==> src/rtl/frame_replay_ctrl.sv <==
module frame_replay_ctrl #(
  parameter int DW  = 8,
  parameter int MSW = 16
) (
  input  logic           clk,
  input  logic           rst,
  input  logic           cmd_en,
  input  logic [DW-1:0]  rx_data,
  input  logic           rx_valid,
  input  logic           rx_last,
  input  logic [MSW-1:0] cfg_wait_ms,
  output logic           timer_start,
  output logic [MSW-1:0] timer_ms,
  input  logic           timer_done,
  output logic           mem_wr,
  output logic [DW:0]    mem_wdata,
  output logic           mem_rd,
  input  logic [DW:0]    mem_rdata,
  input  logic           mem_empty,
  input  logic           tx_full,
  input  logic           tx_avail,
  input  logic           tx_empty,
  output logic           tx_wr,
  output logic [DW-1:0]  tx_data,
  output logic           test_done
);

  typedef enum logic [2:0] {S_IDLE, S_STORE, S_WAIT, S_START, S_READ, S_DONE} st_t;
  st_t state, nxt;
  logic done_q;

  wire replaying = (state == S_START) || (state == S_READ);
  wire finish    = (state == S_START) && mem_empty && tx_empty;

  assign mem_wr      = cmd_en && rx_valid && ((state == S_STORE) || replaying);
  assign mem_wdata   = {rx_last, rx_data};
  assign mem_rd      = cmd_en && (state == S_READ) && !tx_full && !mem_empty;
  assign tx_wr       = mem_rd;
  assign tx_data     = mem_rdata[DW-1:0];
  assign timer_start = cmd_en && (state == S_STORE) && rx_valid && rx_last;
  assign timer_ms    = cfg_wait_ms;
  assign test_done   = done_q;

  always_comb begin
    nxt = state;
    if (!cmd_en) nxt = S_IDLE;
    else
      case (state)
        S_IDLE:  nxt = S_STORE;
        S_STORE: if (timer_start) nxt = S_WAIT;
        S_WAIT:  if (timer_done) nxt = S_START;
        S_START: if (finish) nxt = S_DONE;
                 else if (tx_avail && !mem_empty) nxt = S_READ;
        S_READ:  if (mem_rd && mem_rdata[DW]) nxt = S_START;
        S_DONE:  nxt = S_DONE;
        default: nxt = S_IDLE;
      endcase
  end

  always_ff @(posedge clk) begin
    if (rst) begin
      state  <= S_IDLE;
      done_q <= 1'b0;
    end else begin
      state  <= nxt;
      done_q <= (state != S_DONE) && (nxt == S_DONE);
    end
  end

  p_no_read_when_full_r5: assert property (@(posedge clk) disable iff (rst)
    mem_rd |-> (!tx_full && !mem_empty));
  p_quiet_wait_r3: assert property (@(posedge clk) disable iff (rst)
    (state == S_WAIT) |-> (!mem_wr && !mem_rd));
  p_done_pulse_r8: assert property (@(posedge clk) disable iff (rst)
    test_done |=> !test_done);
  p_done_cause_r8: assert property (@(posedge clk) disable iff (rst)
    test_done |-> $past(mem_empty && tx_empty && cmd_en));
  p_enable_gate_r9: assert property (@(posedge clk) disable iff (rst)
    !cmd_en |-> (!mem_wr && !mem_rd && !tx_wr));
  p_drop_to_idle_r9: assert property (@(posedge clk) disable iff (rst)
    !cmd_en |=> (state == S_IDLE));
  p_timer_then_wait_r2: assert property (@(posedge clk) disable iff (rst)
    timer_start |=> (state == S_WAIT || !$past(cmd_en)));

endmodule

==> config.mk <==
export PLATFORM = sky130hd
export DESIGN_NAME = frame_replay_ctrl
export DESIGN_NICKNAME = d
export VERILOG_FILES = /design/src/rtl/frame_replay_ctrl.sv
export SDC_FILE = /design/constraint.sdc
export NUM_CORES = 1
export LEC_CHECK = 0
export ABC_AREA = 0
export BUFFER_PORTS_ARGS = -buffer_cell sky130_fd_sc_hd__buf_4
export CORE_MARGIN = 2
export CORE_UTILIZATION = 31
export DETAILED_ROUTE_END_ITERATION = 10
export PLACE_DENSITY = 0.84
export SKIP_LAST_GASP = 1
export SLEW_MARGIN = 10
export SYNTH_ARGS = -nofsm -noshare
export SYNTH_HDL_FRONTEND = slang
export SYNTH_SLANG_ARGS = --single-unit
==> constraint.sdc <==
create_clock -name clk -period 2.54 [get_ports clk]
set_input_delay 0.254 -clock clk [delete_from_list [all_inputs] [get_ports clk]]
set_output_delay 0.254 -clock clk [all_outputs]
set_load 0.1 [all_outputs]
==> flow_results.xml, run 1 <==
<?xml version="1.0" encoding="UTF-8"?>
<metrics>
  <group name="run_status">
    <metric name="result_of_the_run" unit="">finished, final reports clean</metric>
  </group>
  <group name="timing">
    <metric name="number_of_hold_violations_in_the_final_report" unit="">0</metric>
    <metric name="final.min_clock_period" unit="ns">1.86</metric>
    <metric name="slew_worst_pin" unit="ns">0.539</metric>
    <metric name="fin_worst_skew" unit="ns">0.00315</metric>
    <metric name="post-route-period-util" unit="%">73.0</metric>
    <metric name="total_negative_setup_slack" unit="ns">0</metric>
    <metric name="timing.max_slew.rel_slack" unit="%">63.6</metric>
    <metric name="timing.final.setup_violations" unit="">0</metric>
    <metric name="timing.final.max_slew_violations" unit="">0</metric>
    <metric name="grt_setup_unrepaired" unit="">false</metric>
    <metric name="maxClockFrequency" unit="MHz">539</metric>
  </group>
  <group name="layout">
    <metric name="drive_above_1_share" unit="%">52.9</metric>
    <metric name="multiInputGateArea" unit="um2">216</metric>
    <metric name="layout.filler_cells" unit="">188</metric>
    <metric name="diodes" unit="">0</metric>
    <metric name="ff_latch_area" unit="um2">80.1</metric>
    <metric name="final_core_utilization" unit="%">27.5</metric>
    <metric name="design_area" unit="um2">464</metric>
    <metric name="area_delta_synth_final" unit="%">-15.3</metric>
    <metric name="final_nets" unit="">96</metric>
  </group>
  <group name="pwr">
    <metric name="power.density" unit="nW/um2">399</metric>
    <metric name="cell_internal_pwr" unit="mW">0.136</metric>
    <metric name="max-vdd-ir-drop" unit="mV">0.134</metric>
    <metric name="switchingPower" unit="mW">0.0493</metric>
    <metric name="clkPwrFrac" unit="%">42.0</metric>
    <metric name="switching_share" unit="%">26.6</metric>
    <metric name="share_of_total_power_in_sequential_cells" unit="%">35.5</metric>
    <metric name="power.combinational.fraction" unit="%">22.5</metric>
    <metric name="power_leakage" unit="nW">0.201</metric>
  </group>
  <group name="flow_run">
    <metric name="cap_violations" unit="">0</metric>
  </group>
  <group name="logic_synthesis">
    <metric name="synthesis.area_per_instance" unit="um2">8.18</metric>
    <metric name="synthCells" unit="">67</metric>
    <metric name="ys_async_sr_fraction" unit="%">0</metric>
    <metric name="synth_most_common_cell" unit="">sky130_fd_sc_hd__buf_4</metric>
    <metric name="synth-seq-cells" unit="">4</metric>
    <metric name="synthDistinctLibCells" unit="">21</metric>
    <metric name="synthesis.yosys.warnings" unit="">0</metric>
    <metric name="synth-seq-area-share" unit="%">14.6</metric>
    <metric name="synth_enable_flop_cells" unit="">0</metric>
    <metric name="ys_top_cells_by_count" unit="">sky130_fd_sc_hd__buf_4 (34), sky130_fd_sc_hd__dfxtp_1 (4), sky130_fd_sc_hd__nand2_1 (4), sky130_fd_sc_hd__nand2b_1 (4)</metric>
    <metric name="synth_largest_type_area_fraction" unit="%">46.6</metric>
    <metric name="ys_dominant_reg_cell" unit="">sky130_fd_sc_hd__dfxtp_1</metric>
    <metric name="cell_area_synth" unit="um2">548</metric>
    <metric name="synth.net_count" unit="">110</metric>
    <metric name="ys_top_cells_by_area" unit="">sky130_fd_sc_hd__buf_4 (47%), sky130_fd_sc_hd__dfxtp_1 (15%), sky130_fd_sc_hd__nand2b_1 (4.6%)</metric>
    <metric name="yosysTopAreaCell" unit="">sky130_fd_sc_hd__buf_4</metric>
  </group>
  <group name="detailed_routing">
    <metric name="detail_route.vias_per_cell" unit="">4.99</metric>
    <metric name="antenna_violating_nets_post_route" unit="">0</metric>
    <metric name="drt_iter0_markers" unit="">1</metric>
    <metric name="postRouteWirelength" unit="um">947</metric>
    <metric name="route.detailed.drc" unit="">0</metric>
    <metric name="total_number_of_vias" unit="">339</metric>
    <metric name="drtPass1Iterations" unit="">4</metric>
    <metric name="routed_wire_length_per_instance" unit="um">13.9</metric>
  </group>
  <group name="cts">
    <metric name="clk_path_buf_depth" unit="">2</metric>
    <metric name="clock_buffer_count_from_cts" unit="">3</metric>
    <metric name="postCtsSetupBuffers" unit="">0</metric>
    <metric name="htree_levels" unit="">1</metric>
    <metric name="cts_repair_resize_count" unit="">0</metric>
    <metric name="cts_tree" unit="">built</metric>
    <metric name="worst_skew_pair.late_latency" unit="ns">0.23</metric>
    <metric name="path_clk_slew" unit="ns">0.04</metric>
    <metric name="clock_root_buffer" unit="">sky130_fd_sc_hd__clkbuf_4</metric>
    <metric name="post_cts_hold_buffer_count" unit="">0</metric>
    <metric name="tritoncts_num_sinks" unit="">4</metric>
  </group>
  <group name="critical_path">
    <metric name="cp_cell_sequence" unit="">and2b_2 -&gt; nand2b_1 -&gt; nor4b_4 -&gt; buf_4</metric>
    <metric name="critical_path_slowest_stage_cell" unit="">sky130_fd_sc_hd__dfxtp_1</metric>
    <metric name="worstPathRequired" unit="ns">2.29</metric>
    <metric name="setup.worst_path.start_class" unit="">flip-flop</metric>
    <metric name="worstSetupPathType" unit="">reg2out</metric>
    <metric name="setup.reg_to_reg.worst_slack" unit="ns">1.26</metric>
    <metric name="critical_path.max_stage_delay" unit="ns">0.44</metric>
    <metric name="critical_path.endpoint_type" unit="">primary output</metric>
    <metric name="cp_data_arrival_time" unit="ns">1.60</metric>
    <metric name="critical_path.max_fanout" unit="">6</metric>
  </group>
  <group name="floorplanning">
    <metric name="floorplan.die.height" unit="um">46.0</metric>
    <metric name="floorplan.rows" unit="">15</metric>
    <metric name="io_pins" unit="">81</metric>
    <metric name="floorplan.core_area" unit="um2">1690</metric>
    <metric name="floorplan.die.width" unit="um">46.0</metric>
    <metric name="initial_core_utilization" unit="%">32.4</metric>
    <metric name="floorplan.die_area" unit="um2">2120</metric>
  </group>
  <group name="global_routing">
    <metric name="global_route.usage.total" unit="%">9.88</metric>
    <metric name="grt_remaining_overflow" unit="">0</metric>
    <metric name="antenna_found_initial" unit="">0</metric>
    <metric name="grt_pass1_vias" unit="">348</metric>
    <metric name="grt_pass1_wl" unit="mm">1.44</metric>
    <metric name="grt_max_degree" unit="">10</metric>
  </group>
  <group name="place">
    <metric name="detailed_place.area" unit="um2">442</metric>
    <metric name="numPortBuffers" unit="">16</metric>
    <metric name="place_congestion" unit="">0.863</metric>
  </group>
  <group name="worst_hold_path">
    <metric name="min-delay-path-class" unit="">in2reg</metric>
  </group>
</metrics>
==> metal layers <==
metal	up-vias	track usage (%)	wire length, um
li1	157	-	-
met4	0	15.4	61
met3	8	1.98	127
met2	34	12.5	436
met1	140	10.9	322
met5	-	0	0
==> power groups by stage <==
| stage | Sequential (mW) | Clock, mW | Combinational, mW |
|---|---|---|---|
| finish | 0.0657 | 0.0779 | 0.0417 |
| global route | 0.0659 | 0.0885 | 0.0448 |
| CTS | 0.0657 | 0.0845 | 0.0420 |
| detailed placement | 0.0668 | 0 | 0.0419 |
| global placement | 0.0667 | 0 | 0.0411 |
| floorplan | 0.0661 | 0 | 0.263 |
==> placed cells by master, fill, tap and decap left out, drive strengths merged, types with 2 or more instances in the layout <==
master  Yosys  routed
dfxtp       4       4
nor2b       3       3
a21oi       3       3
nand3b      2       2
nand2       4       4
nand2b      4       4
a211oi      2       2
clkbuf      1       3
buf        34      16
==> path summary, 6_finish.rpt <==
check	cells after the start	start	endpoint
setup / recovery	4	state[2]	mem_rd
hold / removal	3	rst	state[0]
setup reg to reg	4	state[2]	test_done
hold reg to reg	2	state[2]	state[2]
==> area by class of cell <==
type / instances / area share, %
repair buffers: 16 / 25.9
inverters: 1 / 0.809
flip-flops and latches: 4 / 17.3
multi-input cells: 27 / 46.6
clock buffers: 3 / 4.85
well taps: 17 / 4.58
==> registers in the layout, summed over array words and instances (netlist names) <==
signal / count
test_done: 1
state: 3
==> stage by stage <==
| stage | hold slack, ns | total power, mW | std cells | worst slack [ns] |
|---|---|---|---|---|
| 6_report | 0.380 | 0.185 | 68 | 0.685 |
| 2_1_floorplan | 0.481 | 0.329 | 67 | 0.0554 |
| 3_3_place_gp | 0.509 | 0.108 | 65 | 0.986 |
| 4_1_cts | 0.366 | 0.192 | 68 | 0.674 |
| 3_5_place_dp | 0.509 | 0.109 | 65 | 0.941 |
| 5_1_grt | 0.383 | 0.199 | 68 | 0.606 |
==> worst max-delay path: cells and delay by family (launching register included) <==
| kind | cells | cell delay [ns] |
|---|---|---|
| flip-flops | 1 | 0.44 |
| AND/OR/NAND/NOR | 3 | 0.59 |
| buffers and inverters | 1 | 0.33 |
==> logic make-up (layout without fill, tap and decap cells) <==
logic type / after synthesis / in the layout / share of synthesized area [%]
buffers and inverters: 36 / 20 / 48.6
AND/OR/NAND/NOR: 19 / 19 / 23.7
AO/OA/AOI/OAI: 8 / 8 / 13.0
flip-flops: 4 / 4 / 14.6
Power figures use the tool's default switching activity.
==> run 2: changes to the inputs <==
- CORE_UTILIZATION: 31 -> 29
- PLACE_DENSITY: 0.84 -> 0.79
- clock period: 2.54 -> 1.75 ns (I/O delays scaled with it)
==> run 2 against run 1 <==
Sequential power is 46% higher. Register-to-register slack worse by 0.76 ns. Non-clock buffer count unchanged. Flip-flop and latch count unchanged. Cell area up 5.7%. Setup slack got worse by 0.64 ns. Cell count grew 12%. Wire length is 6.1% lower. Critical path depth unchanged. Clock power up 48%. Clock skew is 0.0015 ns lower. Critical path type unchanged. Largest cell class unchanged.
==> flow_results.xml, run 2 (synthesis results as in run 1) <==
<?xml version="1.0" encoding="UTF-8"?>
<metrics>
  <group name="critical_path">
    <metric name="startpoint" unit="">state[0]</metric>
    <metric name="r2r_start" unit="">state[0]</metric>
    <metric name="critical_path.max_stage_delay" unit="ns">0.33</metric>
    <metric name="worstPathRequired" unit="ns">1.57</metric>
    <metric name="critical_path.max_fanout" unit="">6</metric>
    <metric name="cp_cell_sequence" unit="">and2b_2 -&gt; nand2b_4 -&gt; nor4b_4 -&gt; buf_4</metric>
    <metric name="worstSetupPathType" unit="">reg2out</metric>
    <metric name="setup.worst_path.start_class" unit="">flip-flop</metric>
    <metric name="critical_path_slowest_stage_cell" unit="">sky130_fd_sc_hd__dfxtp_2</metric>
    <metric name="cp_data_arrival_time" unit="ns">1.53</metric>
    <metric name="critical_path.endpoint_type" unit="">primary output</metric>
    <metric name="worstRegToRegCells" unit="">4</metric>
  </group>
  <group name="timing">
    <metric name="fin_worst_skew" unit="ns">0.00168</metric>
    <metric name="final.min_clock_period" unit="ns">1.70</metric>
    <metric name="timing.final.setup_violations" unit="">0</metric>
    <metric name="post-route-period-util" unit="%">97.4</metric>
    <metric name="timing.final.max_slew_violations" unit="">0</metric>
    <metric name="number_of_hold_violations_in_the_final_report" unit="">0</metric>
    <metric name="grt_setup_unrepaired" unit="">true</metric>
    <metric name="timing.max_slew.rel_slack" unit="%">59.8</metric>
    <metric name="maxClockFrequency" unit="MHz">587</metric>
    <metric name="total_negative_setup_slack" unit="ns">0</metric>
    <metric name="slew_worst_pin" unit="ns">0.595</metric>
    <metric name="finalHoldWorstSlack" unit="ns">0.280</metric>
  </group>
  <group name="run_status">
    <metric name="result_of_the_run" unit="">finished, final reports clean</metric>
  </group>
  <group name="pwr">
    <metric name="cell_internal_pwr" unit="mW">0.198</metric>
    <metric name="switching_share" unit="%">27.1</metric>
    <metric name="totalPowerFinal" unit="mW">0.272</metric>
    <metric name="switchingPower" unit="mW">0.0738</metric>
    <metric name="power_leakage" unit="nW">0.203</metric>
    <metric name="power.combinational.fraction" unit="%">22.5</metric>
    <metric name="power.density" unit="nW/um2">555</metric>
    <metric name="share_of_total_power_in_sequential_cells" unit="%">35.2</metric>
    <metric name="max-vdd-ir-drop" unit="mV">0.387</metric>
    <metric name="clkPwrFrac" unit="%">42.3</metric>
  </group>
  <group name="global_routing">
    <metric name="antenna_found_initial" unit="">0</metric>
    <metric name="groute.layer.met1.usage" unit="%">9.79</metric>
    <metric name="grt_max_degree" unit="">10</metric>
    <metric name="global_route.usage.total" unit="%">9.12</metric>
    <metric name="top_usage_layer" unit="">met2</metric>
    <metric name="grt_pass1_wl" unit="mm">1.35</metric>
    <metric name="met2_usage" unit="%">11.1</metric>
    <metric name="grt_pass1_vias" unit="">328</metric>
    <metric name="grt_util_met3" unit="%">8.68</metric>
    <metric name="grt_remaining_overflow" unit="">0</metric>
  </group>
  <group name="worst_hold_path">
    <metric name="min-delay-start" unit="">rst</metric>
    <metric name="min-delay-path-class" unit="">in2reg</metric>
    <metric name="timing.hold.worst_path_depth" unit="">3</metric>
  </group>
  <group name="floorplanning">
    <metric name="floorplan.die.height" unit="um">47.5</metric>
    <metric name="initial_core_utilization" unit="%">31.4</metric>
    <metric name="io_pins" unit="">81</metric>
    <metric name="floorplan.die_area" unit="um2">2250</metric>
    <metric name="floorplan.die.width" unit="um">47.5</metric>
    <metric name="floorplan.core_area" unit="um2">1750</metric>
    <metric name="floorplan.rows" unit="">15</metric>
  </group>
  <group name="detailed_routing">
    <metric name="detail_route.vias_per_cell" unit="">4.61</metric>
    <metric name="drt_iter0_markers" unit="">3</metric>
    <metric name="routed_wire_length_per_instance" unit="um">11.7</metric>
    <metric name="drtPass1Iterations" unit="">2</metric>
    <metric name="total_number_of_vias" unit="">350</metric>
    <metric name="postRouteWirelength" unit="um">889</metric>
    <metric name="route.detailed.drc" unit="">0</metric>
    <metric name="antenna_violating_nets_post_route" unit="">0</metric>
  </group>
  <group name="cts">
    <metric name="htree_levels" unit="">1</metric>
    <metric name="postCtsSetupBuffers" unit="">0</metric>
    <metric name="post_cts_hold_buffer_count" unit="">0</metric>
    <metric name="cts_repair_resize_count" unit="">0</metric>
    <metric name="clk_path_buf_depth" unit="">2</metric>
    <metric name="path_clk_slew" unit="ns">0.04</metric>
    <metric name="clock_root_buffer" unit="">sky130_fd_sc_hd__clkbuf_4</metric>
    <metric name="clock_buffer_count_from_cts" unit="">3</metric>
    <metric name="tritoncts_num_sinks" unit="">4</metric>
    <metric name="worst_skew_pair.late_latency" unit="ns">0.24</metric>
    <metric name="cts_tree" unit="">built</metric>
  </group>
  <group name="layout">
    <metric name="diodes" unit="">0</metric>
    <metric name="final_nets" unit="">96</metric>
    <metric name="area_delta_synth_final" unit="%">-10.5</metric>
    <metric name="largest_register_ffs" unit="">3</metric>
    <metric name="design_area" unit="um2">490</metric>
    <metric name="final_cell_mix" unit="">sky130_fd_sc_hd__buf_4 (16), sky130_fd_sc_hd__nand2_1 (4), sky130_fd_sc_hd__nand2b_1 (3), sky130_fd_sc_hd__clkbuf_4 (3)</metric>
    <metric name="most_common_cell_after_layout_fill_and_taps_aside" unit="">sky130_fd_sc_hd__buf_4</metric>
    <metric name="top_register" unit="">state</metric>
    <metric name="drive_above_1_share" unit="%">62.7</metric>
    <metric name="final_core_utilization" unit="%">28.1</metric>
  </group>
  <group name="place">
    <metric name="post-dp-hpwl" unit="um">733</metric>
    <metric name="place_congestion" unit="">0.845</metric>
    <metric name="detailed_place.area" unit="um2">468</metric>
    <metric name="numPortBuffers" unit="">16</metric>
  </group>
  <group name="flow_run">
    <metric name="cap_violations" unit="">0</metric>
  </group>
</metrics>
-- run 2: layout make-up --
| class | count | area [um2] |
|---|---|---|
| fill | 190 | 1250 |
| multi-input combinational | 27 | 230 |
| timing repair buffer | 16 | 120 |
| sequential | 4 | 82.6 |
| tap | 25 | 31.3 |
| clock buffer | 3 | 22.5 |
| inverter | 1 | 3.75 |
-- run 2: worst max-delay path: cells and delay by family (launching register included) --
family | cells | cell delay, ns
buffers and inverters | 1 | 0.33
and+or+nand+nor | 3 | 0.63
DFF | 1 | 0.33
-- run 2: per-stage QoR --
stage,setup WS [ns],cells
2_1_floorplan,-0.555,67
5_1_grt,-0.0394,76
3_5_place_dp,0.296,73
3_3_place_gp,0.307,73
6_report,0.0460,76
4_1_cts,0.0380,76
-- run 2: power groups by stage --
stage	Combinational (mW)	Clock [mW]	Sequential [mW]
floorplan	0.382	0	0.0962
global placement	0.0607	0	0.0967
detailed placement	0.0619	0	0.0970
CTS	0.0620	0.120	0.0955
global route	0.0654	0.132	0.0958
finish	0.0612	0.115	0.0957
-- run 2: worst paths after layout --
check	endpoint	slack [ns]
max reg2reg	state[0]	0.50
min reg2reg	state[2]	0.54
max	mem_rd	0.05
min	state[0]	0.28
-- run 2: metal layers --
layer	routed length [um]	part of all wire [%]
met5	0	0
met4	19	2.1
met3	176	20
met2	358	40
met1	334	38
